## src/rtl/pci_enum_walker.sv

```systemverilog
module pci_enum_walker #(
  parameter int STACK_DEPTH = 4
) (
  input  logic       clk,
  input  logic       rst_n,
  input  logic       start,
  output logic       cfg_req,
  output logic [7:0] cfg_bus,
  output logic [4:0] cfg_dev,
  output logic [2:0] cfg_fn,
  output logic [5:0] cfg_dword,
  input  logic       cfg_ack,
  input  logic [31:0] cfg_rdata,
  output logic       rep_valid,
  input  logic       rep_ready,
  output logic [7:0] rep_bus,
  output logic [4:0] rep_dev,
  output logic [2:0] rep_fn,
  output logic [7:0] rep_hdr,
  output logic       busy,
  output logic       done,
  output logic       overflow
);
  localparam int SP_W  = $clog2(STACK_DEPTH + 1);
  localparam int IDX_W = (STACK_DEPTH > 1) ? $clog2(STACK_DEPTH) : 1;
  localparam int ENT_W = 8 + 5 + 3 + 1;
  localparam int SLOTS = 1 << IDX_W;
  localparam logic [5:0] DW_ID  = 6'd0;
  localparam logic [5:0] DW_HDR = 6'd3;
  localparam logic [5:0] DW_SEC = 6'd6;

  typedef enum logic [2:0] {S_IDLE, S_VID, S_HDR, S_REP, S_SEC, S_ADV, S_DONE} st_t;

  st_t              state;
  logic [7:0]       bus;
  logic [4:0]       dev;
  logic [2:0]       fn;
  logic             multi;
  logic [7:0]       hdr;
  logic [SP_W-1:0]  sp;
  logic             ovf;
  logic [ENT_W-1:0] stk [SLOTS];

  wire [15:0]      vid     = cfg_rdata[15:0];
  wire [7:0]       hdr_in  = cfg_rdata[23:16];
  wire [7:0]       sec_in  = cfg_rdata[15:8];
  wire             sp_full = (sp == SP_W'(STACK_DEPTH));
  wire [SP_W-1:0]  sp_m1   = sp - 1'b1;
  wire [6:0]       layout  = hdr[6:0];
  wire             bridge  = (layout == 7'd1) || (layout == 7'd2);
  wire             push    = (state == S_SEC) && cfg_ack && (sec_in > bus) && !sp_full;
  logic            unused_bits;
  assign unused_bits = ^{cfg_rdata[31:24], cfg_rdata[7:0]};

  always_ff @(posedge clk) begin
    if (push) stk[sp[IDX_W-1:0]] <= {bus, dev, fn, multi};
  end

  always_ff @(posedge clk or negedge rst_n) begin
    if (!rst_n) begin
      state <= S_IDLE;
      bus   <= '0;
      dev   <= '0;
      fn    <= '0;
      multi <= 1'b0;
      hdr   <= '0;
      sp    <= '0;
      ovf   <= 1'b0;
    end else begin
      case (state)
        S_IDLE, S_DONE: if (start) begin
          bus   <= '0;
          dev   <= '0;
          fn    <= '0;
          multi <= 1'b0;
          sp    <= '0;
          ovf   <= 1'b0;
          state <= S_VID;
        end
        S_VID: if (cfg_ack) begin
          if (vid == 16'hFFFF) begin
            if (fn == 3'd0) multi <= 1'b0;
            state <= S_ADV;
          end else begin
            state <= S_HDR;
          end
        end
        S_HDR: if (cfg_ack) begin
          hdr <= hdr_in;
          if (fn == 3'd0) multi <= hdr_in[7];
          state <= S_REP;
        end
        S_REP: if (rep_ready) state <= bridge ? S_SEC : S_ADV;
        S_SEC: if (cfg_ack) begin
          if (sec_in > bus) begin
            if (sp_full) begin
              ovf   <= 1'b1;
              state <= S_ADV;
            end else begin
              sp    <= sp + 1'b1;
              bus   <= sec_in;
              dev   <= '0;
              fn    <= '0;
              multi <= 1'b0;
              state <= S_VID;
            end
          end else begin
            state <= S_ADV;
          end
        end
        S_ADV: begin
          if (multi && fn != 3'd7) begin
            fn    <= fn + 1'b1;
            state <= S_VID;
          end else if (dev != 5'd31) begin
            dev   <= dev + 1'b1;
            fn    <= '0;
            multi <= 1'b0;
            state <= S_VID;
          end else if (sp == '0) begin
            state <= S_DONE;
          end else begin
            {bus, dev, fn, multi} <= stk[sp_m1[IDX_W-1:0]];
            sp <= sp_m1;
          end
        end
        default: state <= S_IDLE;
      endcase
    end
  end

  assign cfg_req   = (state == S_VID) || (state == S_HDR) || (state == S_SEC);
  assign cfg_dword = (state == S_HDR) ? DW_HDR : (state == S_SEC) ? DW_SEC : DW_ID;
  assign cfg_bus   = bus;
  assign cfg_dev   = dev;
  assign cfg_fn    = fn;
  assign rep_valid = (state == S_REP);
  assign rep_bus   = bus;
  assign rep_dev   = dev;
  assign rep_fn    = fn;
  assign rep_hdr   = hdr;
  assign busy      = (state != S_IDLE) && (state != S_DONE);
  assign done      = (state == S_DONE);
  assign overflow  = ovf;
endmodule


```

## config.mk

```make
export PLATFORM = sky130hd
export DESIGN_NAME = pci_enum_walker
export DESIGN_NICKNAME = d
export VERILOG_FILES = /design/src/rtl/pci_enum_walker.sv
export SDC_FILE = /design/constraint.sdc
export NUM_CORES = 1
export LEC_CHECK = 0
export ABC_AREA = 1
export ABC_CLOCK_PERIOD_IN_PS = 2680
export BUFFER_PORTS_ARGS = -buffer_cell sky130_fd_sc_hd__buf_2
export CORE_UTILIZATION = 51
export DETAILED_ROUTE_END_ITERATION = 12
export HOLD_SLACK_MARGIN = 0.1
export PLACE_DENSITY = 0.73
export SLEW_MARGIN = 5
export SYNTH_ARGS = -nofsm -noshare
export SYNTH_HDL_FRONTEND = slang
export SYNTH_SLANG_ARGS = --single-unit
```

## constraint.sdc

```tcl
create_clock -name clk -period 2.68 [get_ports clk]
set_input_delay 0.268 -clock clk [delete_from_list [all_inputs] [get_ports clk]]
set_output_delay 0.268 -clock clk [all_outputs]
set_load 0.1 [all_outputs]
```

; Word level (Yosys, flattened, before mapping)
; Memories as Yosys holds them, arrays and structs flattened.
; Cells that the tools add are included.
[totals]
register_bits = 32
ramBits = 68
in_bits = 37
out_inout_bits = 51
wordCells = 133
n_memories = 1
[memory_table]
columns = memory, depth, word_bits, read_ports, rd_clocked_by_memory_dff, wr, line
row1 = stk, 4, 17, 1, 0, 1, 42  ; logic [ENT_W-1:0] stk [SLOTS];
[classes]
addsub = 4
magnitude_cmp = 1
eq_ne = 30
n_mux = 65
reduce_logical = 24
[op_table]
columns = operator, n
row1 = 3-bit 2-to-1 mux, 26
row2 = 8-bit 2-to-1 mux, 7
row3 = 5-bit 2-to-1 mux, 7
row4 = 2-bit != test (second input constant), 13
row5 = 8-bit one-hot mux with 3 select lines, 1
row6 = 1-bit 2-to-1 mux, 18
row7 = 3-bit one-hot mux with 3 select lines, 2
row8 = 3-bit one-hot mux with 6 select lines, 1
row9 = 16-bit == test (second input constant), 1
row10 = 5-bit one-hot mux with 3 select lines, 1
row11 = 3-bit == test (second input constant), 4
row12 = 12-bit AND reduction, 1
row13 = 6-bit AND reduction, 2
row14 = 3-bit zero test, 3
row15 = 3-bit != test (second input constant), 3
row16 = 8-bit > comparator, 1
row17 = 4-bit != test (second input constant), 2
row18 = 8-bit AND reduction, 1
row19 = 7-bit by 1-bit == test with 1-bit output (second input constant), 1
row20 = 7-bit by 2-bit == test with 1-bit output (second input constant), 1
row21 = 7-bit AND reduction, 1
row22 = 3-bit by 1-bit adder with 3-bit output (second input constant), 2
row23 = 3-bit by 2-bit == test with 1-bit output (second input constant), 2
row24 = 3-bit nonzero test, 2
row25 = 15 further kinds, 21

; Logic depth before layout (Yosys ltp)
[depth]
depth_word = 6
depth_mapped = 15
depth_no_buf = 14

; Worst setup path before layout
; Ideal clock, no wire load.
[synth_path]
path_type = flip-flop to flip-flop
from = reg bus[7], in the netlist cfg_bus[7]
to = mem stk[1][0] (netlist name) (enable)
setup_ns = 0.391
arrival_ns = 2.603
t_required_ns = 2.289
path_slack_ns = -0.313
path_stages_with_launch = 9
n_path_buf = 0
synth_period_minus_slack_ns = 2.993
path_cell_list = dfrtp_1 inv_1 ha_1 nand2_1 nor2_1 nand2_1 nand2_1 nand3_1 nor2_1
[synth_between]
elab_chain_cells = 5
[synth_rtl]
columns = element, line
row1 = from (decl), 35  ; logic [7:0] bus;
row2 = from (signal assigned), 101  ; bus <= sec_in;
row3 = from (signal assigned), 123  ; {bus, dev, fn, multi} <= stk[sp_m1[IDX_W-1:0]];
row4 = 8-bit > comparator, 51  ; wire push = (state == S_SEC) && cfg_ack && (sec_in > bus) && !sp_full;
row5 = 1-bit logical AND (2 in a row), 51
row6 = 1-bit 2-to-1 mux, 56  ; if (push) stk[sp[IDX_W-1:0]] <= {bus, dev, fn, multi};
row7 = 1-bit 2-to-1 mux (not written as such), 56
row8 = to (decl), 42
; Every way passes these cells.

; Worst setup path in the final report
[layout_path]
from = reg bus[3], in the netlist cfg_bus[3]
to = mem stk[2][8] (netlist name) (enable)
; Same word-level chain as after synthesis.

==> key figures <==
Pwr
  • Leakage dissipation: 2.721 nW
  • Pwr/cell area: 895.9 nW/um^2
  • Worst VDD drop: 1.305 mV

Clock tree
  • # clock sinks: 100
  • Clk Latency, worst-skew pair: 360 ps
  • H-Tree Depth: 3
  • Max Root-Sink Buffers: 2
  • Cts bufs inserted: 9
  • Clk root buf: clkbuf_8
  • Clk slew on worst S/H paths: 90 ps
  • CTS tree: yes
  • Post-CTS Setup Bufs: 0

Outcome
  • Status: finished clean

Global route
  • Largest net degree at the start of global routing: 40
  • Initial antenna violation count: 0
  • Overall global routing resource usage: 23.83%
  • First-pass GRT wire length: 18.84 mm
  • Vias in the first global route: 3861
  • Global route overflow: 0

Setup path
  • Critical path class: register to register
  • WP data arrival: 2410 ps
  • Reg-to-Reg Start: cfg_bus[3]
  • R2r endpoint: stk[2][8]
  • CP Data Required Time: 2760 ps
  • Flop-to-flop setup slack: 350 ps
  • Worst setup SP type: register
  • CP Max Fanout: 8
  • Worst Reg-to-Reg Cells: 11
  • Crit. End Element: register

Timing
  • Slew headroom: 49.35%
  • Hold Fails Final Rpt: 0
  • RSZ-0062 raised after global routing: false
  • Setup-failing EPs final: 0
  • Fin crit share: 87.02%
  • Min cycle time layout: 2332 ps
  • FMAX: 0.4288 GHz
  • Setup TNS: 0 ps
  • Layout Skew: 6.491 ps
  • Slew Viols, Final: 0
  • Final WS setup: 347.9 ps
  • Least-Margin Pin Slew: 759.8 ps

Synth
  • Main flop type after synthesis: edfxtp_1
  • Synth area leader: edfxtp_1
  • Syn avg cell area: 9.221 um^2
  • Post-synth cell types: 32
  • Register area share after synthesis: 55.35%
  • Mapped Cells: 557
  • Post-synth EDFFs: 68
  • Synth top area share: 39.76%
  • Main area contributors after synthesis: edfxtp_1, dfrtp_1, nand2_1, ha_1, o21ai_0
  • Register bit total from synthesis: 100
  • Synth warn: 0
  • Top-count cell post-synth: nand2_1
  • Synth async-reset ratio: 32.00%
  • Post-synth top cells: nand2_1, edfxtp_1, inv_1, nor2_1, o21ai_0
  • Area of the mapped netlist: 5136 um^2

Flow run
  • Max-Cap Viols: 0

Hold path
  • Hold crit path type: input port to register
  • Worst Hold End: rep_hdr[3]
  • Hold Startpoint: cfg_rdata[19]
  • Hold path cells: 2

Finish
  • Layout cell share with drive strength beyond 1: 21.94%
  • # nets final: 680
  • FF/Latch Area: 2851 um^2
  • Multi-input logic area: 1888 um^2
  • Synth-to-Final Area Change: 13.40%
  • Diode count: 0
  • Fill cells: 855

Floorplanning
  • Starting Density: 52.55%
  • Die Footprint: 10480 um^2
  • Core Area: 9774 um^2
  • Die X: 102.4 um
  • Ports: 88
  • # rows: 36
  • DIE HEIGHT: 102.4 um

Drt
  • WL/cell: 15.21 um
  • DRT Pass-1 Iters: 5
  • Post-route ant nets: 0
  • DRC viols: 0
  • Vias: 4063
  • Post-Route WL: 11.59 mm
  • First DRT Iteration DRCs: 203
  • Vias per inst: 5.332

Placement
  • GPL Wtd Cong: 0.9385
  • IO buf count: 76
  • Dpl ws: 391.3 ps
  • Hpwl dp: 7.934 mm
## metrics by stage
stage               std cells  instance area [um^2]  power [mW]  util [%]  hold WS (ps)
finish                    762                  5824       5.218     59.59         134.5
global route              762                  5824       5.462     59.59         125.2
CTS                       762                  5824       5.220     59.59         124.6
detailed placement        745                  5595       4.174     57.25         381.9
global placement          745                  5595       4.134     57.25         375.5
floorplan                 559                  5167       3.829         -        -27.59
## layout by cell type (no fill, tap or decap), types with 19 or more instances in the layout
master	synthesis	routed
buf_2	6	76
dfrtp_1	32	25
edfxtp_1	68	68
ha_1	19	19
inv_1	43	43
nand2_1	175	175
nand3_1	32	32
nand4_1	22	22
nor2_1	38	34
o21ai_0	35	35
## cells by family (layout without fill, tap and decap cells)
logic type,count (synthesis),in the layout,synth area share [%]
flip-flops,100,100,55.35
buffers and inverters,86,156,8.331
other,1,3,0.07301
multiplexers,7,7,1.535
AND/OR/NAND/NOR,281,281,23.36
adder cells (fa/ha/maj),19,19,4.629
AO/OA/AOI/OAI,60,60,6.212
XOR/XNOR,3,3,0.5117
## power breakdown
part / total, mW / internal (mW) / switching [mW]
sequential: 1.90 / 1.78 / 0.125
combinational: 2.26 / 0.445 / 1.82
clock: 1.05 / 0.555 / 0.498
## critical path: stages (launching register included)
cell	delay (ps)
dfrtp_2	460
inv_1	70
ha_1	290
nand2_1	50
inv_1	80
nand2_1	60
nand2_1	60
nand2_1	50
nand2_1	100
nand3_1	240
nor2_2	380
buf_4	220
## layer usage
metal	track usage (%)	vias to the layer above	wire length (um)
li1	-	1971	-
met1	33.41	1913	5177
met2	37.84	160	5499
met3	4.104	19	713
met4	7.802	0	202
met5	0	-	0
## timing repair
item	CTS	global route
hold buffers	1	0
resized for setup	0	0
hold endpoints to repair	32	0
## how the worst max path moves through the flow
stage,start,end,slack (ps),cells past startpoint
2_1_floorplan,cfg_bus[0],stk[1][0],120,4
3_3_place_gp,cfg_bus[7],stk[2][6],420,9
3_5_place_dp,cfg_bus[3],stk[2][5],390,11
4_1_cts,cfg_bus[3],stk[2][0],370,11
5_1_grt,cfg_bus[7],cfg_bus[0],190,11
6_report,cfg_bus[3],stk[2][8],350,11
## state kept, by name (all words and copies together) (netlist names)
signal    cells
multi         1
sp            3
overflow      1
state         3
cfg_fn        3
rep_hdr       8
cfg_dev       5
stk          68
cfg_bus       8
## area by class of cell
| type | instances | share of cell area, % |
|---|---|---|
| inverters | 47 | 3.029 |
| clock buffers | 12 | 2.492 |
| flip-flops and latches | 100 | 48.96 |
| well taps | 133 | 2.857 |
| multi-input cells | 373 | 32.42 |
| clock inverters | 4 | 1.267 |
| repair buffers | 93 | 8.980 |
No activity file was read; power rests on OpenSTA's default activity.
